==> config.mk <==
export PLATFORM = sky130hd
export DESIGN_NAME = oc_channel
export DESIGN_NICKNAME = d
export VERILOG_FILES = /design/src/rtl/oc_pkg.sv /design/src/rtl/oc_cmp_store.sv /design/src/rtl/oc_sel_lock.sv /design/src/rtl/oc_ref_gen.sv /design/src/rtl/oc_channel.sv
export SDC_FILE = /design/constraint.sdc
export NUM_CORES = 1
export LEC_CHECK = 0
export BUFFER_PORTS_ARGS = -buffer_cell sky130_fd_sc_hd__buf_2
export CELL_PAD_IN_SITES_DETAIL_PLACEMENT = 1
export CELL_PAD_IN_SITES_GLOBAL_PLACEMENT = 1
export CORE_ASPECT_RATIO = 2
export CORE_MARGIN = 5
export CORE_UTILIZATION = 37
export CTS_CLUSTER_SIZE = 28
export DETAILED_ROUTE_END_ITERATION = 10
export PLACE_DENSITY_LB_ADDON = 0.1
export REMOVE_ABC_BUFFERS = 1
export SLEW_MARGIN = 20
export SYNTH_ARGS = -nofsm -noshare
export SYNTH_HDL_FRONTEND = slang
export SYNTH_SLANG_ARGS = --single-unit
==> constraint.sdc <==
create_clock -name clk -period 2.5 [get_ports clk]
set_input_delay 0.5 -clock clk [delete_from_list [all_inputs] [get_ports clk]]
set_output_delay 0.5 -clock clk [all_outputs]
set_load 0.005 [all_outputs]
==> src/rtl/oc_pkg.sv <==
package oc_pkg;

    typedef enum logic [2:0] {
        OCM_TIMING = 3'b000,
        OCM_SET    = 3'b001,
        OCM_CLR    = 3'b010,
        OCM_TOG    = 3'b011,
        OCM_LOW    = 3'b100,
        OCM_HIGH   = 3'b101,
        OCM_PWM0   = 3'b110,
        OCM_PWM1   = 3'b111
    } oc_mode_e;

    typedef enum logic [1:0] {
        IOS_OUT    = 2'b00,
        IOS_IN_A   = 2'b01,
        IOS_IN_B   = 2'b10,
        IOS_IN_TRG = 2'b11
    } io_sel_e;

    typedef struct packed {
        logic match;
        logic raw;
    } cmp_res_t;

    function automatic logic is_pwm(input oc_mode_e m);
        return (m == OCM_PWM0) || (m == OCM_PWM1);
    endfunction

    // level a PWM mode reaches when the counter meets the compare value
    function automatic logic pwm_cmp_level(input oc_mode_e m, input logic down);
        return (m == OCM_PWM1) ^ down;
    endfunction

endpackage

==> src/rtl/oc_cmp_store.sv <==
module oc_cmp_store
    import oc_pkg::*;
#(
    parameter int CNT_W = 16
) (
    input  logic             clk,
    input  logic             rst,
    input  logic             shadow_en,
    input  logic             upd_evt,
    input  logic             wr,
    input  logic [CNT_W-1:0] wdata,
    output logic [CNT_W-1:0] active
);
    logic [CNT_W-1:0] hold_q;
    logic [CNT_W-1:0] act_q;

    always_ff @(posedge clk) begin
        if (rst) begin
            hold_q <= '0;
            act_q  <= '0;
        end else begin
            if (wr) hold_q <= wdata;
            if (wr && !shadow_en)
                act_q <= wdata;
            else if (shadow_en && upd_evt)
                act_q <= hold_q;
        end
    end

    assign active = act_q;

    a_r10_direct_write: assert property (@(posedge clk) disable iff (rst)
        (wr && !shadow_en) |=> (active == $past(wdata)));
    a_r9_preload_holds: assert property (@(posedge clk) disable iff (rst)
        (shadow_en && !upd_evt) |=> $stable(active));

endmodule

==> src/rtl/oc_sel_lock.sv <==
module oc_sel_lock
    import oc_pkg::*;
(
    input  logic    clk,
    input  logic    rst,
    input  logic    ch_en,
    input  logic    wr,
    input  io_sel_e wdata,
    output io_sel_e sel
);
    io_sel_e sel_q;

    always_ff @(posedge clk) begin
        if (rst)
            sel_q <= IOS_OUT;
        else if (wr && !ch_en)
            sel_q <= wdata;
    end

    assign sel = sel_q;

    a_r11_locked: assert property (@(posedge clk) disable iff (rst)
        ch_en |=> $stable(sel));

endmodule

==> src/rtl/oc_ref_gen.sv <==
module oc_ref_gen
    import oc_pkg::*;
#(
    parameter int CNT_W = 16
) (
    input  logic             clk,
    input  logic             rst,
    input  logic [CNT_W-1:0] cnt_val,
    input  logic             cnt_down,
    input  logic [CNT_W-1:0] cmp_val,
    input  oc_mode_e         mode,
    input  logic             out_mode,
    input  logic             fast_en,
    input  logic             trig_edge,
    output logic             ref_o
);
    cmp_res_t res;
    logic     ref_q, ref_d;
    logic     raw_q;
    oc_mode_e mode_q;
    logic     pwm_lvl;

    always_comb begin
        res.match = (cnt_val == cmp_val);
        res.raw   = cnt_down ? (cnt_val <= cmp_val) : (cnt_val < cmp_val);
    end

    assign pwm_lvl = res.raw ^ (mode == OCM_PWM1);

    always_comb begin
        ref_d = ref_q;
        if (out_mode) begin
            unique case (mode)
                OCM_TIMING: ref_d = ref_q;
                OCM_SET:    if (res.match) ref_d = 1'b1;
                OCM_CLR:    if (res.match) ref_d = 1'b0;
                OCM_TOG:    if (res.match) ref_d = !ref_q;
                OCM_LOW:    ref_d = 1'b0;
                OCM_HIGH:   ref_d = 1'b1;
                default: begin
                    if (fast_en && trig_edge)
                        ref_d = pwm_cmp_level(mode, cnt_down);
                    else if (mode_q == OCM_TIMING || res.raw != raw_q)
                        ref_d = pwm_lvl;
                end
            endcase
        end
    end

    always_ff @(posedge clk) begin
        if (rst) begin
            ref_q  <= 1'b0;
            raw_q  <= 1'b0;
            mode_q <= OCM_TIMING;
        end else begin
            ref_q  <= ref_d;
            raw_q  <= res.raw;
            mode_q <= mode;
        end
    end

    assign ref_o = ref_q;

    a_r4_force_low: assert property (@(posedge clk) disable iff (rst)
        (out_mode && mode == OCM_LOW) |=> !ref_o);
    a_r4_force_high: assert property (@(posedge clk) disable iff (rst)
        (out_mode && mode == OCM_HIGH) |=> ref_o);
    a_r3_toggle: assert property (@(posedge clk) disable iff (rst)
        (out_mode && mode == OCM_TOG && cnt_val == cmp_val) |=> (ref_o != $past(ref_o)));
    a_r11_hold_input_role: assert property (@(posedge clk) disable iff (rst)
        !out_mode |=> $stable(ref_o));
    a_r2_timing_hold: assert property (@(posedge clk) disable iff (rst)
        (mode == OCM_TIMING) |=> $stable(ref_o));

endmodule

==> src/rtl/oc_channel.sv <==
module oc_channel
    import oc_pkg::*;
#(
    parameter int CNT_W = 16
) (
    input  logic             clk,
    input  logic             rst,
    input  logic [CNT_W-1:0] cnt_val,
    input  logic             cnt_down,
    input  logic             upd_evt,
    input  logic             trig_edge,
    input  logic             ch_en,
    input  logic [2:0]       oc_mode,
    input  logic             shadow_en,
    input  logic             fast_en,
    input  logic             cmp_wr,
    input  logic [CNT_W-1:0] cmp_wdata,
    input  logic             sel_wr,
    input  logic [1:0]       sel_wdata,
    output logic             oc_ref,
    output logic [CNT_W-1:0] cmp_active,
    output logic [1:0]       io_sel
);
    io_sel_e  sel;
    oc_mode_e mode;

    assign mode = oc_mode_e'(oc_mode);

    oc_cmp_store #(.CNT_W(CNT_W)) u_store (
        .clk       (clk),
        .rst       (rst),
        .shadow_en (shadow_en),
        .upd_evt   (upd_evt),
        .wr        (cmp_wr),
        .wdata     (cmp_wdata),
        .active    (cmp_active)
    );

    oc_sel_lock u_sel (
        .clk   (clk),
        .rst   (rst),
        .ch_en (ch_en),
        .wr    (sel_wr),
        .wdata (io_sel_e'(sel_wdata)),
        .sel   (sel)
    );

    oc_ref_gen #(.CNT_W(CNT_W)) u_ref (
        .clk       (clk),
        .rst       (rst),
        .cnt_val   (cnt_val),
        .cnt_down  (cnt_down),
        .cmp_val   (cmp_active),
        .mode      (mode),
        .out_mode  (sel == IOS_OUT),
        .fast_en   (fast_en),
        .trig_edge (trig_edge),
        .ref_o     (oc_ref)
    );

    assign io_sel = sel;

    a_r1_reset_state: assert property (@(posedge clk)
        rst |=> (!oc_ref && cmp_active == '0 && io_sel == 2'b00));

endmodule

; Word level (Yosys, flattened, before mapping)
; Index checks and enable logic that the tools add are counted.
[op_classes]
magnitude_cmp = 2
eq_ne = 11
mux = 9
bitwise_logic = 3
reduce_logical = 14
[op_table]
columns = operator, n
row1 = 16-bit two-way mux, 2
row2 = 16-bit == test, 1
row3 = 16-bit less-or-equal comparator, 1
row4 = 16-bit less-than comparator, 1
row5 = 3-bit == test (second input constant), 3
row6 = 7-bit nonzero test, 1
row7 = 3-bit by 2-bit == test with 1-bit output (second input constant), 2
row8 = 3-bit zero test, 2
row9 = 1-bit two-way mux, 6
row10 = 2-bit by 1-bit inequality test with 1-bit output (second input constant), 3
row11 = 1-bit one-hot mux with 6 select lines, 1
row12 = 6-bit AND reduction, 1
row13 = 1-bit logical AND, 4
row14 = 3-bit by 1-bit == test with 1-bit output (second input constant), 1
row15 = 1-bit zero test, 3
row16 = 2-bit zero test, 1
row17 = 2-bit nonzero test, 1
row18 = 1-bit XOR, 2
row19 = 1-bit logical OR, 1
row20 = 1-bit inequality test, 1
row21 = 1-bit NOT, 1
[word_totals]
register_bits = 39
inputBits = 47
output_inout_bits = 19
word_cells = 45

; Logic depth before layout (Yosys ltp)
; Gate-level depths: netlist of run 1.
[depth]
word_depth = 7
ltp_mapped = 9
depth_no_buf = 9

; Hierarchy
; Synthesis of run 1 repeated with hierarchy kept, for this count alone.
[hier_totals]
cells_unflattened = 244
hier_area_um2 = 2372.3
[by_module_without_submodules]
columns = mod, n_inst, cells_each, area_each_um2, seq_area_each_um2
row1 = oc_cmp_store, 1, 140, 1500.2, 640.6
row2 = oc_ref_gen, 1, 94, 765.7, 100.1
row3 = oc_sel_lock, 1, 9, 102.6, 40.0
row4 = oc_channel, 1, 1, 3.8, 0.0

; Worst setup path after synthesis of run 1
; Ideal clock, no wire load.
[synth_timing]
kind = input to register
from = input cnt_val[14]
to = register u_ref.ref_q, in the netlist u_ref.ref_o
setup_ps = 74
arrival_ps = 2168
required_time_ps = 2426
path_slack_ps = 258
stages = 8
n_path_buf = 0
cell_sequence = ha_1 -> a21oi_2 -> nand2_1 -> a221o_1 -> o31a_1 -> a2111oi_2 -> a31oi_1 -> a31oi_1
[synth_between]
elab_chain_len = 6
word_cells_on_any_way = 15
cone_classes = order compare: 2 / eq/ne: 5 / mux: 4 / bitwise: 1 / reduce/logical: 3
[synth_lines]
columns = element, line_no
row1 = "start, declared", oc_channel.sv:8  ; input logic [CNT_W-1:0] cnt_val,
row2 = 16-bit less-than comparator / 16-bit less-or-equal comparator (equally long branches), oc_ref_gen.sv:25  ; res.raw = cnt_down ? (cnt_val <= cmp_val) : (cnt_val < cmp_val);
row3 = 1-bit two-way mux, oc_ref_gen.sv:25
row4 = 1-bit XOR / 1-bit inequality test (equally long branches), "oc_ref_gen.sv:28, oc_ref_gen.sv:43"
row5 = 1-bit two-way mux / 1-bit logical OR (equally long branches), oc_ref_gen.sv:43  ; else if (mode_q == OCM_TIMING || res.raw != raw_q)
row6 = 1-bit two-way mux / 7-bit nonzero test (equally long branches), n/a
row7 = 1-bit one-hot mux with 6 select lines / 6-bit AND reduction (equally long branches), n/a
row8 = "end signal, assigned", oc_ref_gen.sv:56  ; ref_q <= ref_d;
row9 = "end, declared", oc_ref_gen.sv:18  ; logic ref_q, ref_d;
; Parallel ways exist; a longest one is shown, timed or not. The select of a mux whose other input is x is not followed.
; A chain may end at the register's enable or synchronous reset.

; Final worst setup path of run 1
[layout_timing]
from = register u_store.act_q[14], in the netlist u_store.active[14]
to = register u_ref.ref_q, in the netlist u_ref.ref_o
[layout_between]
elab_chain_len = 6
word_cells_on_any_way = 15
cone_classes = order compare: 2 / eq/ne: 5 / mux: 4 / bitwise: 1 / reduce/logical: 3
[layout_lines]
columns = element, line_no
row1 = "start, declared", oc_cmp_store.sv:15  ; logic [CNT_W-1:0] act_q;
row2 = "start signal, assigned", oc_cmp_store.sv:24  ; act_q <= wdata;
row3 = "start signal, assigned", oc_cmp_store.sv:26  ; act_q <= hold_q;
row4 = 16-bit less-than comparator / 16-bit less-or-equal comparator (equally long branches), oc_ref_gen.sv:25
row5 = 1-bit two-way mux, oc_ref_gen.sv:25
row6 = 1-bit XOR / 1-bit inequality test (equally long branches), "oc_ref_gen.sv:28, oc_ref_gen.sv:43"
row7 = 1-bit two-way mux / 1-bit logical OR (equally long branches), oc_ref_gen.sv:43
row8 = 1-bit two-way mux / 7-bit nonzero test (equally long branches), n/a
row9 = 1-bit one-hot mux with 6 select lines / 6-bit AND reduction (equally long branches), n/a
; Parallel ways exist; a longest one is shown, timed or not. The select of a mux whose other input is x is not followed.

==> results of run 1 <==
-- power by group through the flow --
stage	sequential, mW	combinational (mW)	clock [mW]
6_report	0.693	0.294	0.460
5_1_grt	0.700	0.334	0.512
4_1_cts	0.695	0.300	0.480
3_5_place_dp	0.709	0.298	0
3_3_place_gp	0.707	0.286	0
2_1_floorplan	0.705	0.165	0
-- state kept, by name, summed over array words and instances, names as in the netlist --
signal / count
u_sel.sel: 2
u_store.active: 16
u_ref.ref_o: 1
u_ref.raw_q: 1
u_store.hold_q: 16
u_ref.mode_q: 3
-- synth_stat cells, drive strengths merged --
library cell  instances
buf                   7
o31a                  1
a31oi                 2
o21ba                 1
a21o                  2
mux2i                34
nor2                 37
a21oi                 7
o31ai                 1
nor3                  1
nand4                 4
nand2                 6
nor2b                 6
clkbuf                5
o21ai                 2
a221o                 1
or2                   2
nor4                  1
xor2                  1
o211ai                2
a211oi               16
a21boi                1
and3                  1
nand3                 2
o311ai                1
ha                   16
a2111oi               2
inv                  16
xnor2                 1
dfxtp                39
-- what timing repair did --
item / CTS / global route
resized for setup: 0 / 1
setup endpoints to repair: 0 / 1
endpoints found under the hold margin: 0 / 0
-- tightest hold or removal path, delay by kind of cell --
kind	cells	cell delay, ps
buf+inv	1	80
mux	1	60
simple gates	1	70
-- per-layer routing --
metal  up-vias  track usage  routed length (um)
met4         0       0.0510                  61
met2        43        0.268                2720
li1        896            -                   -
met3         5       0.0271                 307
met5         -            0                   0
met1       834        0.180                2050
-- layout make-up --
cell class	count	share of cell area
sequential	39	0.312
inverter	16	0.0240
timing repair buffer	70	0.145
tap	60	0.0300
clock buffer	8	0.0400
multi-input combinational	151	0.448
-- logic make-up after synthesis --
logic type | after synthesis | synth area share
multiplexers | 34 | 0.170
adder cells (fa/ha/maj) | 16 | 0.0999
flip-flops | 39 | 0.390
AO/OA/AOI/OAI | 39 | 0.144
AND/OR/NAND/NOR | 60 | 0.133
buffers and inverters | 28 | 0.0550
XOR/XNOR | 2 | 0.00875
-- worst max-delay path by stage --
stage                             from  slack [ps]           endpoint  cells past startpoint
floorplan                       cmp_wr         -50  u_store.active[0]                      4
global placement           cnt_val[14]          80        u_ref.ref_o                      9
detailed placement         cnt_val[14]           6        u_ref.ref_o                      9
CTS                 u_store.active[14]         200        u_ref.ref_o                      9
global route        u_store.active[14]           3        u_ref.ref_o                     10
finish              u_store.active[14]         220        u_ref.ref_o                      9
-- metrics by stage --
step                total power [mW]   util  area [sq um]
floorplan                      0.871      -          1950
global placement               0.994  0.449          2390
detailed placement              1.01  0.449          2390
CTS                             1.47  0.468          2490
global route                    1.55  0.469          2500
finish                          1.45  0.469          2500
==> summary.md, run 1 <==
| Metric | Value |
|---|---|
| Sw Pwr | around 390 uW |
| Setup_tns | 0 ps |
| Worst Skew | about 3.4 ps |
| Layout area overhead | 24.8% |
| GP Congestion | 0.790 |
| # setup viols final | 0 |
| Worst R2R Setup Slack | roughly 220 ps |
| Post-synth cell types | 34 |
| Minimum clock period after layout | 2280 ps |
| Max Buffers Root-to-Sink | 2 |
| Vias | 1,778 |
| Layout Cells excl Fill | between 300 and 400 |
| GR Overflow Total | 0 |
| CP max FO | 4 |
| Die area | ~7100 sq um |
| Post-synth top area cell | dfxtp_1 |
| CP Data Arrival Time | 2500 ps |
| Fin nets | approximately 350 |
| Status | complete, no violations |
| Worst r2r src | u_store.active[14] |
| Antenna violations before repair | 0 |
| CP Buf/Inv Count | 1 |
| Worst skew pair latency | 280 ps |
| Final worst slack | 218 ps |
| Commonest non-fill, non-tap cells in the layout | 65 x buf_2, 39 x dfxtp_1, 37 x nor2_1 |
| Hold_sp | sel_wdata[1] |
| First-pass GRT wire length | 8240 um |
| Setup CP Type | reg -> reg |
| Post-CTS Repair Setup Buffers | 0 |
| CTS H-tree depth | 2 |
| Top delay family on crit path | compound AO/OA/AOI/OAI gates |
| Crit. End Element | flip-flop |
| RR Endpoint | u_ref.ref_o |
| Seq cells post-synth | 39 |
| Die H | ~110 um |
| Multi-input gate area | 1120 sq um |
| Register area share after synthesis | 0.390 |
| Pwr dens | between 500 and 600 nW/um^2 |
| Slew headroom | 0.696 |
| Placed cells | around 340 |
| Hold Path End | u_sel.sel[1] |
| Number of max-cap violations | 0 |
| Final Cycle Share | 0.913 |
| Buffers on Ports | between 60 and 70 |
| DR WL/cell | roughly 15 um |
| Peak supply drop | 0.000431 V |
| Most common library cell in the layout ignoring fill and taps | buf_2 |
| Internal power | around 1.1 mW |
| Hold Path Cell Cnt | 3 |
| Switching share of power | 0.269 |
| Slowest cell on crit path | o31a_1 |
| Crit-path cells | inv_1 -> ha_1 -> nand4_1 -> nor2_1 -> a221o_1 -> o31a_1 -> a2111oi_2 -> a31oi_1 -> a31oi_1 |
| Clock share of power | 0.318 |
| Worst EP required | between 2000 and 3000 ps |
| R2r worst-path depth | 9 |
| Placeable Area | 5330 sq um |
| WL final | about 5100 um |
| Combinational share of power | 0.203 |
| Hold Vio Cnt, Final | 0 |
| Clock sink total | 39 |
| Die X | just over 60 um |
| Slew Viols, Final | 0 |
| Worst hold slack | approximately 450 ps |
| Leak | between 1 and 1.5 nW |
| Cell mode on critical path | a31oi_1 |
| Rows | 38 |
| Gate Count Post-Synth | ~220 |
| Slew of the pin with the lowest slew margin | 450 ps |
| Post-detail-place hpwl | approximately 4000 um |
| Initial Utilization | 0.376 |
| RSZ-0062 raised after global routing | no |
| # IOs | between 60 and 70 |
| Fillers | approximately 680 |
| Largest net degree at the start of global routing | 33 |
| Top cells by area, synth | dfxtp_1 39%, mux2i_1 17%, ha_1 10% |
| Mapped Area | 2000 sq um |
| Num CTS Buffers | 5 |
| Vias per Instance | about 5.2 |
| Initial DRC count | 29 |
| Average cell area after synthesis | approximately 9 sq um |
| Fmax | about 440 MHz |
| Hold Path Class | in -> reg |
| Type of origin of the critical path | flip-flop |
| Hold_buf cts | 0 |
| Clock root cell | clkbuf_8 |
| Yosys top cell area share | 0.390 |
| Sequential power share | 0.479 |
| # diodes | 0 |
| Vias in the first global route | approximately 1.8k |
| Synth warn | 0 |
| Post-route DRC violation count | 0 |
| Share of cells above drive strength 1 | 0.292 |
| Reg area | a little under 800 sq um |
| DP Worst Slack | around 5.6 ps |
| CTS tree | yes |
| Post-DRT Antenna Nets | 0 |
| Clock-pin slew on the worst setup and hold paths | 70 ps |
| First-pass DRT Iterations | 4 |
| CP peak stage delay | ~370 ps |
| GR Util All Layers | 0.154 |
No activity file was read; power rests on OpenSTA's default activity.
==> run 2: changes to the inputs <==
Settings changed: CORE_ASPECT_RATIO 2 to not set.
==> run 2 against run 1 <==
  * Cell count grew 2.9%
  * Global-route usage fell by 0.53 points
  * Count of clock-buffer cells in the layout is 2 lower
  * Utilization increased by 1.8 points
  * Power grew 5.0%
  * Highest routed layer unchanged
==> summary.md, run 2 (synthesized netlist as in run 1, its figures left out) <==
| Metric | Value |
|---|---|
| Minimum clock period after layout | ~2300 ps |
| CP max FO | 4 |
| Internal power | 1.13 mW |
| Sw Pwr | 390 uW |
| Slew Viols, Final | 0 |
| Die area | approximately 7000 sq um |
| Worst EP required | between 2000 and 3000 ps |
| Die X | 83.6 um |
| Cell mode on critical path | a31oi_1 |
| Setup CP Type | reg -> reg |
| Total chip power | about 1.5 mW |
| GR Overflow Total | 0 |
| Crit. End Element | flip-flop |
| Switching share of power | 0.257 |
| Slew of the pin with the lowest slew margin | 523 ps |
| Worst Skew | between 7 and 8 ps |
| DP Area | around 2400 sq um |
| First-pass GRT wire length | around 8400 um |
| Fin nets | 346 |
| Fmax | around 440 MHz |
| Initial DRC count | between 40 and 50 |
| Peak supply drop | ~0.00032 V |
| Largest net degree at the start of global routing | 33 |
| Hold Vio Cnt, Final | 0 |
| Clock root cell | clkbuf_8 |
| Sequential power share | 0.456 |
| Status | complete, no violations |
| Worst skew pair latency | around 290 ps |
| Layout area overhead | 26.0% |
| Antenna violations before repair | 0 |
| Combinational share of power | 0.193 |
| Commonest non-fill, non-tap cells in the layout | 65 x buf_2, 39 x dfxtp_1, 37 x nor2_1 |
| Slowest cell on crit path | o31a_1 |
| R2r worst-path depth | 9 |
| Design area | 2520 sq um |
| DR WL/cell | ~14 um |
| Final Cycle Share | 0.904 |
| Max Buffers Root-to-Sink | 2 |
| Vias in the first global route | about 1.8k |
| Slew headroom | 0.647 |
| # IOs | 66 |
| Hold Path Cell Cnt | 3 |
| Most common library cell in the layout ignoring fill and taps | buf_2 |
| Clock-pin slew on the worst setup and hold paths | approximately 80 ps |
| Hold Path Class | in -> reg |
| Vias | 1,756 |
| First-pass DRT Iterations | 3 |
| Critical path depth | 9 |
| Leak | 1.17 nW |
| Clock sink total | 39 |
| Placeable Area | slightly above 5000 sq um |
| Die H | approximately 84 um |
| Post-route DRC violation count | 0 |
| Hold_buf cts | 0 |
| Pwr dens | 602 nW/um^2 |
| Number of max-cap violations | 0 |
| Hold_sp | sel_wdata[1] |
| Top delay family on crit path | compound AO/OA/AOI/OAI gates |
| CTS H-tree depth | 2 |
| CP Data Arrival Time | around 2500 ps |
| WL final | between 5000 and 6000 um |
| Post-detail-place hpwl | 3920 um |
| Post-DRT Antenna Nets | 0 |
| # setup viols final | 0 |
| Placed cells | ~350 |
| CTS tree | yes |
| Clock share of power | 0.351 |
| Vias per Instance | between 4 and 5 |
| GP Congestion | ~0.74 |
| Worst r2r src | u_store.active[7] |
| GR Util All Layers | 0.148 |
| Rows | 26 |
| Layout Cells excl Fill | about 350 |
| Type of origin of the critical path | flip-flop |
| # diodes | 0 |
| Buffers on Ports | 65 |
| CP peak stage delay | 360 ps |
| Num CTS Buffers | 5 |
| Initial Utilization | 0.387 |
| CP startpoint | u_store.active[7] |
| Share of cells above drive strength 1 | 0.292 |
| CP Buf/Inv Count | 1 |
| RSZ-0062 raised after global routing | no |
| Crit-path cells | inv_1 -> ha_1 -> a21oi_1 -> o21ai_0 -> a221o_1 -> o31a_1 -> a2111oi_2 -> a31oi_1 -> a31oi_1 |
| Post-CTS Repair Setup Buffers | 0 |
| Post-CTS Resized | 0 |
==> run 2: cell count changes in the layout (fill, tap and decap cells not counted), sizes merged <==
cell	change
bufinv	+1
clkinv	+1
clkbuf	-2
==> run 2: cell type report <==
type,count,area (sq um)
clock buffers,6,82.6
clock inverters,2,35.0
fillers,656,2650
inverters,16,60.1
multi-input cells,151,1110
flip-flops and latches,39,781
well taps,70,87.6
repair buffers,70,363
==> run 2: power by group through the flow <==
stage                     Combinational, mW  Clock, mW  Sequential (mW)
after floorplan                       0.165          0            0.705
after global placement                0.290          0            0.707
after detailed placement              0.298          0            0.708
after CTS                             0.301      0.557            0.694
after global routing                  0.336      0.587            0.699
final                                 0.294      0.533            0.693
==> run 2: worst reg2reg max path, delay by kind of cell (launching register included) <==
family / cells / cell delay [ps]
compound gates: 7 / 1480
flops: 1 / 340
fa+ha+maj: 1 / 300
buf+inv: 1 / 50
==> run 2: final timing paths <==
check	endpoint	slack (ps)
setup / recovery	u_ref.ref_o	240
hold / removal	u_sel.sel[1]	450
setup reg to reg	u_ref.ref_o	240
hold reg to reg	u_store.hold_q[4]	500
==> run 2: stage by stage <==
stage / worst slack, ps / hold slack, ps / setup TNS (ps) / util
4_1_cts: 190 / 436 / 0 / 0.488
2_1_floorplan: -45.2 / 460 / -723 / -
6_report: 240 / 446 / 0 / 0.488
5_1_grt: 56.5 / 436 / 0 / 0.488
3_5_place_dp: -24.3 / 481 / -24.3 / 0.465
3_3_place_gp: 46.9 / 472 / 0 / 0.465
==> run 2: metal layers <==
metal / wire length (um) / track usage / vias up
li1: - / - / 899
met1: 2320 / 0.186 / 818
met2: 2410 / 0.243 / 35
met3: 269 / 0.0503 / 4
met4: 37 / 0.0395 / 0
met5: 0 / 0 / -
